`src/rtl/ntfy_pkg.sv`:
```
package ntfy_pkg;
    localparam int REG_W = 64;

    localparam logic [7:0] OFF_CTRL  = 8'h20;
    localparam logic [7:0] OFF_EMASK = 8'h28;
    localparam logic [7:0] OFF_ICTL  = 8'h58;
    localparam logic [7:0] OFF_ESB   = 8'h60;
    localparam logic [7:0] OFF_NOTIF = 8'h68;
    localparam logic [7:0] OFF_VOFF  = 8'h70;
    localparam logic [7:0] OFF_LEVEL = 8'h78;

    // LSB-0 positions of fields given in big-endian numbering
    localparam int B_METHOD    = 63; // be bit 0
    localparam int B_SRC_RST   = 62; // be bit 1
    localparam int B_ESB_VALID = 0;  // be bit 63
    localparam int B_ESB_64K   = 62; // be bit 1
    localparam int B_NT_VALID  = 0;  // be bit 63
    localparam int B_STORE_EOI = 51; // be bit 12
    localparam int B_CHECKED   = 63;

    typedef struct packed {
        logic [REG_W-1:0] addr;
        logic [REG_W-1:0] data;
    } ntfy_entry_t;
endpackage

```
`src/rtl/ntfy_regs.sv`:
```
module ntfy_regs
    import ntfy_pkg::*;
#(
    parameter int NSRC = 20
) (
    input  logic             clk,
    input  logic             rst_n,
    input  logic             acc_valid,
    input  logic             acc_write,
    input  logic [7:0]       acc_addr,
    input  logic [REG_W-1:0] acc_wdata,
    output logic [REG_W-1:0] acc_rdata,
    input  logic [NSRC-1:0]  src_level,
    output logic [REG_W-1:0] ctrl_o,
    output logic [REG_W-1:0] esb_o,
    output logic [REG_W-1:0] notif_o,
    output logic [REG_W-1:0] voff_o,
    output logic             src_reset,
    output logic             unsup_pulse,
    output logic             map_on,
    output logic             map_off
);
    typedef struct packed {
        logic [REG_W-1:0] ctrl;
        logic [REG_W-1:0] ictl;
        logic [REG_W-1:0] esb;
        logic [REG_W-1:0] notif;
        logic [REG_W-1:0] voff;
        logic [NSRC-1:0]  level;
        logic [NSRC-1:0]  prev;
        logic             src_rst;
        logic             unsup;
        logic             on;
        logic             off;
    } regs_t;

    regs_t q, d;
    logic aligned, wr_en, chg, method;
    logic [REG_W-1:0] level_word;

    assign aligned = (acc_addr[2:0] == 3'b000);
    assign wr_en   = acc_valid && acc_write && aligned;
    assign method  = q.ictl[B_METHOD];
    assign chg     = (src_level != q.prev);

    always_comb begin
        level_word = '0;
        for (int n = 0; n < NSRC; n++) begin
            level_word[REG_W-1-n] = q.level[n];
        end
    end

    always_comb begin
        d         = q;
        d.src_rst = 1'b0;
        d.on      = 1'b0;
        d.off     = 1'b0;
        d.prev    = src_level;
        d.unsup   = chg && method;
        if (chg && !method) begin
            d.level = src_level;
        end
        if (wr_en) begin
            case (acc_addr)
                OFF_CTRL:  d.ctrl = acc_wdata;
                OFF_ICTL: begin
                    d.ictl    = acc_wdata;
                    d.src_rst = acc_wdata[B_SRC_RST];
                end
                OFF_ESB: begin
                    d.esb = acc_wdata;
                    d.on  = acc_wdata[B_ESB_VALID] && !q.esb[B_ESB_VALID];
                    d.off = !acc_wdata[B_ESB_VALID] && q.esb[B_ESB_VALID];
                end
                OFF_NOTIF: d.notif = acc_wdata;
                OFF_VOFF:  d.voff  = acc_wdata;
                default: ;
            endcase
        end
    end

    always_comb begin
        acc_rdata = '1;
        if (aligned) begin
            case (acc_addr)
                OFF_CTRL:  acc_rdata = q.ctrl;
                OFF_EMASK: acc_rdata = '0;
                OFF_ICTL:  acc_rdata = q.ictl;
                OFF_ESB:   acc_rdata = q.esb;
                OFF_NOTIF: acc_rdata = q.notif;
                OFF_VOFF:  acc_rdata = q.voff;
                OFF_LEVEL: acc_rdata = level_word;
                default:   acc_rdata = '1;
            endcase
        end
    end

    always_ff @(posedge clk) begin
        if (!rst_n) begin
            q <= '0;
        end else begin
            q <= d;
        end
    end

    assign ctrl_o      = q.ctrl;
    assign esb_o       = q.esb;
    assign notif_o     = q.notif;
    assign voff_o      = q.voff;
    assign src_reset   = q.src_rst;
    assign unsup_pulse = q.unsup;
    assign map_on      = q.on;
    assign map_off     = q.off;
endmodule

```
`src/rtl/ntfy_fifo.sv`:
```
module ntfy_fifo
    import ntfy_pkg::*;
#(
    parameter int DEPTH = 4
) (
    input  logic        clk,
    input  logic        rst_n,
    input  logic        push,
    input  ntfy_entry_t push_ent,
    input  logic        pop,
    output ntfy_entry_t head,
    output logic        empty,
    output logic        full
);
    localparam int PTR_W = (DEPTH > 1) ? $clog2(DEPTH) : 1;
    localparam int CNT_W = PTR_W + 1;

    typedef struct packed {
        ntfy_entry_t [DEPTH-1:0] mem;
        logic [PTR_W-1:0]        wp;
        logic [PTR_W-1:0]        rp;
        logic [CNT_W-1:0]        cnt;
    } fifo_t;

    fifo_t q, d;
    logic do_push, do_pop;

    assign empty   = (q.cnt == '0);
    assign full    = (q.cnt == CNT_W'(DEPTH));
    assign do_push = push && !full;
    assign do_pop  = pop && !empty;
    assign head    = q.mem[q.rp];

    always_comb begin
        d = q;
        if (do_push) begin
            d.mem[q.wp] = push_ent;
            d.wp = (q.wp == PTR_W'(DEPTH - 1)) ? '0 : q.wp + 1'b1;
        end
        if (do_pop) begin
            d.rp = (q.rp == PTR_W'(DEPTH - 1)) ? '0 : q.rp + 1'b1;
        end
        case ({do_push, do_pop})
            2'b10:   d.cnt = q.cnt + 1'b1;
            2'b01:   d.cnt = q.cnt - 1'b1;
            default: d.cnt = q.cnt;
        endcase
    end

    always_ff @(posedge clk) begin
        if (!rst_n) begin
            q <= '0;
        end else begin
            q <= d;
        end
    end
endmodule

```
`src/rtl/ntfy_issue.sv`:
```
module ntfy_issue
    import ntfy_pkg::*;
(
    input  logic             clk,
    input  logic             rst_n,
    input  logic             q_empty,
    input  ntfy_entry_t      q_head,
    output logic             q_pop,
    output logic             st_req,
    output logic [REG_W-1:0] st_addr,
    output logic [REG_W-1:0] st_data,
    input  logic             st_ack,
    input  logic             st_err,
    output logic             store_fail
);
    typedef struct packed {
        logic        busy;
        ntfy_entry_t ent;
        logic        fail;
    } iss_t;

    iss_t q, d;
    logic done;

    assign done  = q.busy && st_ack;
    assign q_pop = !q_empty && (!q.busy || st_ack);

    always_comb begin
        d      = q;
        d.fail = done && st_err;
        if (q_pop) begin
            d.busy = 1'b1;
            d.ent  = q_head;
        end else if (done) begin
            d.busy = 1'b0;
        end
    end

    always_ff @(posedge clk) begin
        if (!rst_n) begin
            q <= '0;
        end else begin
            q <= d;
        end
    end

    assign st_req     = q.busy;
    assign st_addr    = q.ent.addr;
    assign st_data    = q.ent.data;
    assign store_fail = q.fail;
endmodule

```
`src/rtl/ntfy_trigger_gen.sv`:
```
module ntfy_trigger_gen
    import ntfy_pkg::*;
#(
    parameter int NSRC   = 20,
    parameter int QDEPTH = 4,
    parameter int SRC_W  = $clog2(NSRC)
) (
    input  logic             clk,
    input  logic             rst_n,
    input  logic             acc_valid,
    input  logic             acc_write,
    input  logic [7:0]       acc_addr,
    input  logic [REG_W-1:0] acc_wdata,
    output logic [REG_W-1:0] acc_rdata,
    input  logic [NSRC-1:0]  src_level,
    input  logic             trig_valid,
    input  logic [SRC_W-1:0] trig_src,
    input  logic             trig_checked,
    output logic             trig_ready,
    output logic             st_req,
    output logic [REG_W-1:0] st_addr,
    output logic [REG_W-1:0] st_data,
    input  logic             st_ack,
    input  logic             st_err,
    output logic             store_fail,
    output logic             unsup_pulse,
    output logic             src_reset,
    output logic             store_eoi,
    output logic             esb_map_en,
    output logic             esb_page64k,
    output logic [REG_W-1:0] esb_base,
    output logic             esb_map_on,
    output logic             esb_map_off
);
    logic [REG_W-1:0] ctrl, esb, notif, voff;
    ntfy_entry_t new_ent, head;
    logic q_empty, q_full, q_pop, push;

    ntfy_regs #(.NSRC(NSRC)) u_regs (
        .clk(clk), .rst_n(rst_n),
        .acc_valid(acc_valid), .acc_write(acc_write),
        .acc_addr(acc_addr), .acc_wdata(acc_wdata), .acc_rdata(acc_rdata),
        .src_level(src_level),
        .ctrl_o(ctrl), .esb_o(esb), .notif_o(notif), .voff_o(voff),
        .src_reset(src_reset), .unsup_pulse(unsup_pulse),
        .map_on(esb_map_on), .map_off(esb_map_off)
    );

    always_comb begin
        new_ent            = '0;
        new_ent.addr       = notif;
        new_ent.addr[B_NT_VALID] = 1'b0;
        new_ent.data[31:0] = voff[63:32] | {{(32-SRC_W){1'b0}}, trig_src};
        new_ent.data[B_CHECKED] = trig_checked;
    end

    assign trig_ready = !q_full;
    assign push       = trig_valid && !q_full && notif[B_NT_VALID];

    ntfy_fifo #(.DEPTH(QDEPTH)) u_fifo (
        .clk(clk), .rst_n(rst_n),
        .push(push), .push_ent(new_ent),
        .pop(q_pop), .head(head),
        .empty(q_empty), .full(q_full)
    );

    ntfy_issue u_issue (
        .clk(clk), .rst_n(rst_n),
        .q_empty(q_empty), .q_head(head), .q_pop(q_pop),
        .st_req(st_req), .st_addr(st_addr), .st_data(st_data),
        .st_ack(st_ack), .st_err(st_err), .store_fail(store_fail)
    );

    assign store_eoi   = ctrl[B_STORE_EOI];
    assign esb_map_en  = esb[B_ESB_VALID];
    assign esb_page64k = esb[B_ESB_64K];
    always_comb begin
        esb_base = esb;
        esb_base[B_ESB_VALID] = 1'b0;
        esb_base[B_ESB_64K]   = 1'b0;
    end
endmodule

```
`config.mk`:
```
export PLATFORM = sky130hd
export DESIGN_NAME = ntfy_trigger_gen
export DESIGN_NICKNAME = d
export VERILOG_FILES = /design/src/rtl/ntfy_pkg.sv /design/src/rtl/ntfy_regs.sv /design/src/rtl/ntfy_fifo.sv /design/src/rtl/ntfy_issue.sv /design/src/rtl/ntfy_trigger_gen.sv
export SDC_FILE = /design/constraint.sdc
export NUM_CORES = 2
export LEC_CHECK = 0
export ABC_AREA = 1
export BUFFER_PORTS_ARGS = -buffer_cell sky130_fd_sc_hd__buf_4
export CORE_AREA = 2 2 266 399
export CTS_CLUSTER_SIZE = 30
export DETAILED_ROUTE_END_ITERATION = 7
export DIE_AREA = 0 0 268 401
export PLACE_DENSITY = 0.68
export SYNTH_ARGS = -nofsm -noshare
export SYNTH_HDL_FRONTEND = slang
export SYNTH_HIERARCHICAL = 1
export SYNTH_SLANG_ARGS = --single-unit
```
`constraint.sdc`:
```
create_clock -name clk -period 5.9 [get_ports clk]
set_input_delay 0.59 -clock clk [delete_from_list [all_inputs] [get_ports clk]]
set_output_delay 0.59 -clock clk [all_outputs]
set_load 0.02 [all_outputs]
```
==> flow_summary.html <==
<table>
<tr><th>Metric</th><th>Value</th></tr>
<tr><th colspan="2">Status</th></tr>
<tr><td>Status</td><td>complete, no violations</td></tr>
<tr><th colspan="2">Placement</th></tr>
<tr><td>Post-Place Cells</td><td>about 9000</td></tr>
<tr><td>Instance area at placement</td><td>52100 um^2</td></tr>
<tr><td>HPWL after detailed placement</td><td>between 90000 and 100000 um</td></tr>
<tr><td>Port Buf Inserts</td><td>between 300 and 400</td></tr>
<tr><td>Final weighted congestion of routability-driven global placement</td><td>approximately 0.86</td></tr>
<tr><th colspan="2">Global routing</th></tr>
<tr><td>Vias in the first global route</td><td>around 44000</td></tr>
<tr><td>Maximum number of pins on one net before global-route repair</td><td>241</td></tr>
<tr><td>Total congestion overflow after global routing</td><td>0</td></tr>
<tr><td>Global-route wire length before repair</td><td>approximately 250000 um</td></tr>
<tr><td>Antenna violations before repair</td><td>4</td></tr>
<tr><td>Overall routing resource usage</td><td>0.291</td></tr>
<tr><th colspan="2">CTS</th></tr>
<tr><td>Post-CTS sizing</td><td>0</td></tr>
<tr><td>Clock net sink count</td><td>~1000</td></tr>
<tr><td>Register clock-pin slew on the reported worst setup and hold paths</td><td>70 ps</td></tr>
<tr><td>Post CTS Setup Buffer Count</td><td>0</td></tr>
<tr><td>TritonCTS clock tree</td><td>done</td></tr>
<tr><td>Cts-stage hold buffer count</td><td>0</td></tr>
<tr><td>Clock buffers created by TritonCTS</td><td>101</td></tr>
<tr><td>Bufs on Longest Clock Path</td><td>3</td></tr>
<tr><td>Number of H-tree branching levels</td><td>3</td></tr>
<tr><td>Insertion delay of the later-clocked pin in the worst-skew pair</td><td>~720 ps</td></tr>
<tr><td>Clock root buffer master</td><td>clkbuf_16</td></tr>
<tr><th colspan="2">Die</th></tr>
<tr><td>Starting density of the core</td><td>0.491</td></tr>
<tr><td>Number of top-level design ports</td><td>371</td></tr>
<tr><td>CORE AREA</td><td>104000 um^2</td></tr>
<tr><td>Width of the die</td><td>approximately 270 um</td></tr>
<tr><td>Number of core rows</td><td>around 150</td></tr>
<tr><td>Die ar.</td><td>roughly 110000 um^2</td></tr>
<tr><td>Die Height</td><td>roughly 400 um</td></tr>
<tr><th colspan="2">Timing</th></tr>
<tr><td>Post-route clock skew</td><td>roughly 50 ps</td></tr>
<tr><td>Setup violators final</td><td>0</td></tr>
<tr><td>Final critical-path required period</td><td>around 3800 ps</td></tr>
<tr><td>Number of max-slew violations in the final report</td><td>0</td></tr>
<tr><td>Worst-case headroom to the max-slew limit</td><td>0.0910</td></tr>
<tr><td>Final Cycle Share</td><td>0.642</td></tr>
<tr><td>RSZ-0062 raised after global routing</td><td>false</td></tr>
<tr><td>Top achievable clock speed</td><td>around 260 MHz</td></tr>
<tr><td>Total negative setup slack</td><td>0 ps</td></tr>
<tr><td>Number of endpoints with negative hold slack in the final report</td><td>0</td></tr>
<tr><td>Worst Tran Pin Value</td><td>1360 ps</td></tr>
<tr><th colspan="2">Worst setup path</th></tr>
<tr><td>Kind of start point of the critical path</td><td>input port</td></tr>
<tr><td>Data arrival time of the worst path</td><td>roughly 3200 ps</td></tr>
<tr><td>Sequence of cells on the critical path</td><td>buf_4 &gt; inv_1 &gt; nand2_1 &gt; nor3_2 &gt; buf_4 &gt; nand2_1 &gt; inv_2 &gt; buf_4 &gt; nand2_1 &gt; nand2_1 &gt; a21oi_1 &gt; nand4_1 &gt; buf_4</td></tr>
<tr><td>Slowest cell on the critical path</td><td>inv_2</td></tr>
<tr><td>Sort of element at the end of the critical path</td><td>output port</td></tr>
<tr><td>Maximum fanout count along the critical path</td><td>39</td></tr>
<tr><td>Critical path class</td><td>input port to output port</td></tr>
<tr><td>WP data required</td><td>5310 ps</td></tr>
<tr><td>Worst path max stage delay</td><td>between 700 and 800 ps</td></tr>
<tr><th colspan="2">Final layout</th></tr>
<tr><td>Synthesis-to-finish area growth</td><td>8.90%</td></tr>
<tr><td>Final cell count without fillers</td><td>about 9100</td></tr>
<tr><td>Cell area after layout</td><td>55500 um^2</td></tr>
<tr><td>Filler Cell Count</td><td>roughly 10000</td></tr>
<tr><td>Share of final-layout standard cells stronger than drive strength 1</td><td>0.0821</td></tr>
<tr><td>Nets</td><td>7769</td></tr>
<tr><th colspan="2">Detailed routing</th></tr>
<tr><td>Post-route ant nets</td><td>0</td></tr>
<tr><td>DRC violations left</td><td>0</td></tr>
<tr><td>Detailed router's first-iteration violation count</td><td>approximately 4300</td></tr>
<tr><td>Via-to-Cell Ratio</td><td>~5.2</td></tr>
<tr><td>Final routed wire length divided by cell count</td><td>roughly 18 um</td></tr>
<tr><td>Drt pass-1 iters</td><td>6</td></tr>
<tr><td>Vias after detailed routing</td><td>between 40000 and 50000</td></tr>
<tr><td>Overall routed net length</td><td>161000 um</td></tr>
<tr><th colspan="2">Hold path</th></tr>
<tr><td>Path type of the worst min-delay path</td><td>input port to register</td></tr>
<tr><th colspan="2">Power</th></tr>
<tr><td>Peak supply drop</td><td>between 0.2 and 0.3 mV</td></tr>
<tr><td>Areal power density over the cells</td><td>254 nW/um^2</td></tr>
<tr><td>Static leakage power</td><td>0.0246 uW</td></tr>
<tr><td>Overall power consumption</td><td>14100 uW</td></tr>
<tr><th colspan="2">Yosys</th></tr>
<tr><td>Summed instance area of the synthesized netlist</td><td>around 51000 um^2</td></tr>
<tr><td>Syn avg cell area</td><td>between 6 and 7 um^2</td></tr>
<tr><td>Total of warnings raised by yosys</td><td>6</td></tr>
<tr><td>Post-Syn Instances</td><td>~7800</td></tr>
<tr><th colspan="2">Job</th></tr>
<tr><td>Maximum capacitance violations</td><td>0</td></tr>
</table>
-- power breakdown --
group,total [uW],leakage (uW),switching (uW),internal [uW]
Combinational,459,0.0147,306,153
Clock,6810,0.00170,2880,3930
Sequential,6860,0.00817,10.8,6850
-- final timing paths --
check | startpoint | to | slack (ps) | cells after the start
min reg2reg | u_regs/method | u_regs/unsup_pulse | 480 | 2
min | src_level[10] | u_regs/q[14] | 80 | 3
max reg2reg | u_fifo/q[1] | u_fifo/q[357] | 2140 | 10
max | acc_addr[7] | acc_rdata[26] | 2110 | 13
-- sequential cells by signal, indices dropped and copies added, names as in the netlist --
signal              count
u_regs/map_on           1
u_fifo/q              519
u_regs/ctrl_o          64
u_regs/src_reset        1
u_regs/q               83
u_regs/voff_o          64
u_issue/st_data        64
u_regs/unsup_pulse      1
u_regs/map_off          1
u_issue/st_req          1
u_regs/notif_o         64
u_issue/store_fail      1
u_regs/level_word      20
u_issue/st_addr        64
u_regs/esb_o           64
u_regs/method           1
-- per-stage QoR --
step | utilization | worst slack [ps] | hold slack (ps)
2_1_floorplan | - | 3560 | 429
3_3_place_gp | 0.501 | 2190 | 453
3_5_place_dp | 0.501 | 2170 | 463
4_1_cts | 0.534 | 2160 | 30.0
5_1_grt | 0.534 | 1830 | 78.1
6_report | 0.534 | 2110 | 75.7
-- worst max-delay path, delay by kind of cell --
family,cells,cell delay [ps]
AO/OA/AOI/OAI,1,40
AND/OR/NAND/NOR,6,700
buffers and inverters,6,1850
-- layout make-up --
class | instances | area [um^2] | area share
Tap cell | 1396 | 1750 | 0.0315
Antenna cell | 1 | 2.50 | 0.0000451
Timing Repair Buffer | 433 | 3410 | 0.0614
Sequential cell | 1013 | 20300 | 0.365
Multi-Input combinational cell | 4652 | 21100 | 0.381
Clock inverter | 43 | 604 | 0.0109
Clock buffer | 139 | 2860 | 0.0515
Inverter | 1456 | 5480 | 0.0987
-- cells in the final DEF (no fill, tap or decap), types with 4 or more instances in the layout --
cell type and n:
o21ai_0 439, o21ai_1 119, dfxtp_1 1011, clkbuf_8 15, inv_2 8, nand3_1 175
clkinv_2 20, buf_4 420, o22ai_1 129, ha_4 4, buf_12 12, or2_1 5
nor2_4 6, clkbuf_1 21, a21oi_1 517, nand2_1 1659, clkinvlp_4 5, nand3_4 4
xnor2_1 4, conb_1 34, nand4_1 573, clkbuf_16 103, nor2_1 962, inv_1 1443
bufinv_16 12
-- metal layers --
metal,global-route usage,share of wire,vias up
li1,-,-,23840
met1,0.379,0.42,21773
met3,0.0517,0.084,265
met2,0.475,0.46,1774
met4,0.111,0.031,4
met5,0,0.00013,-
No activity file was read; power rests on OpenSTA's default activity.
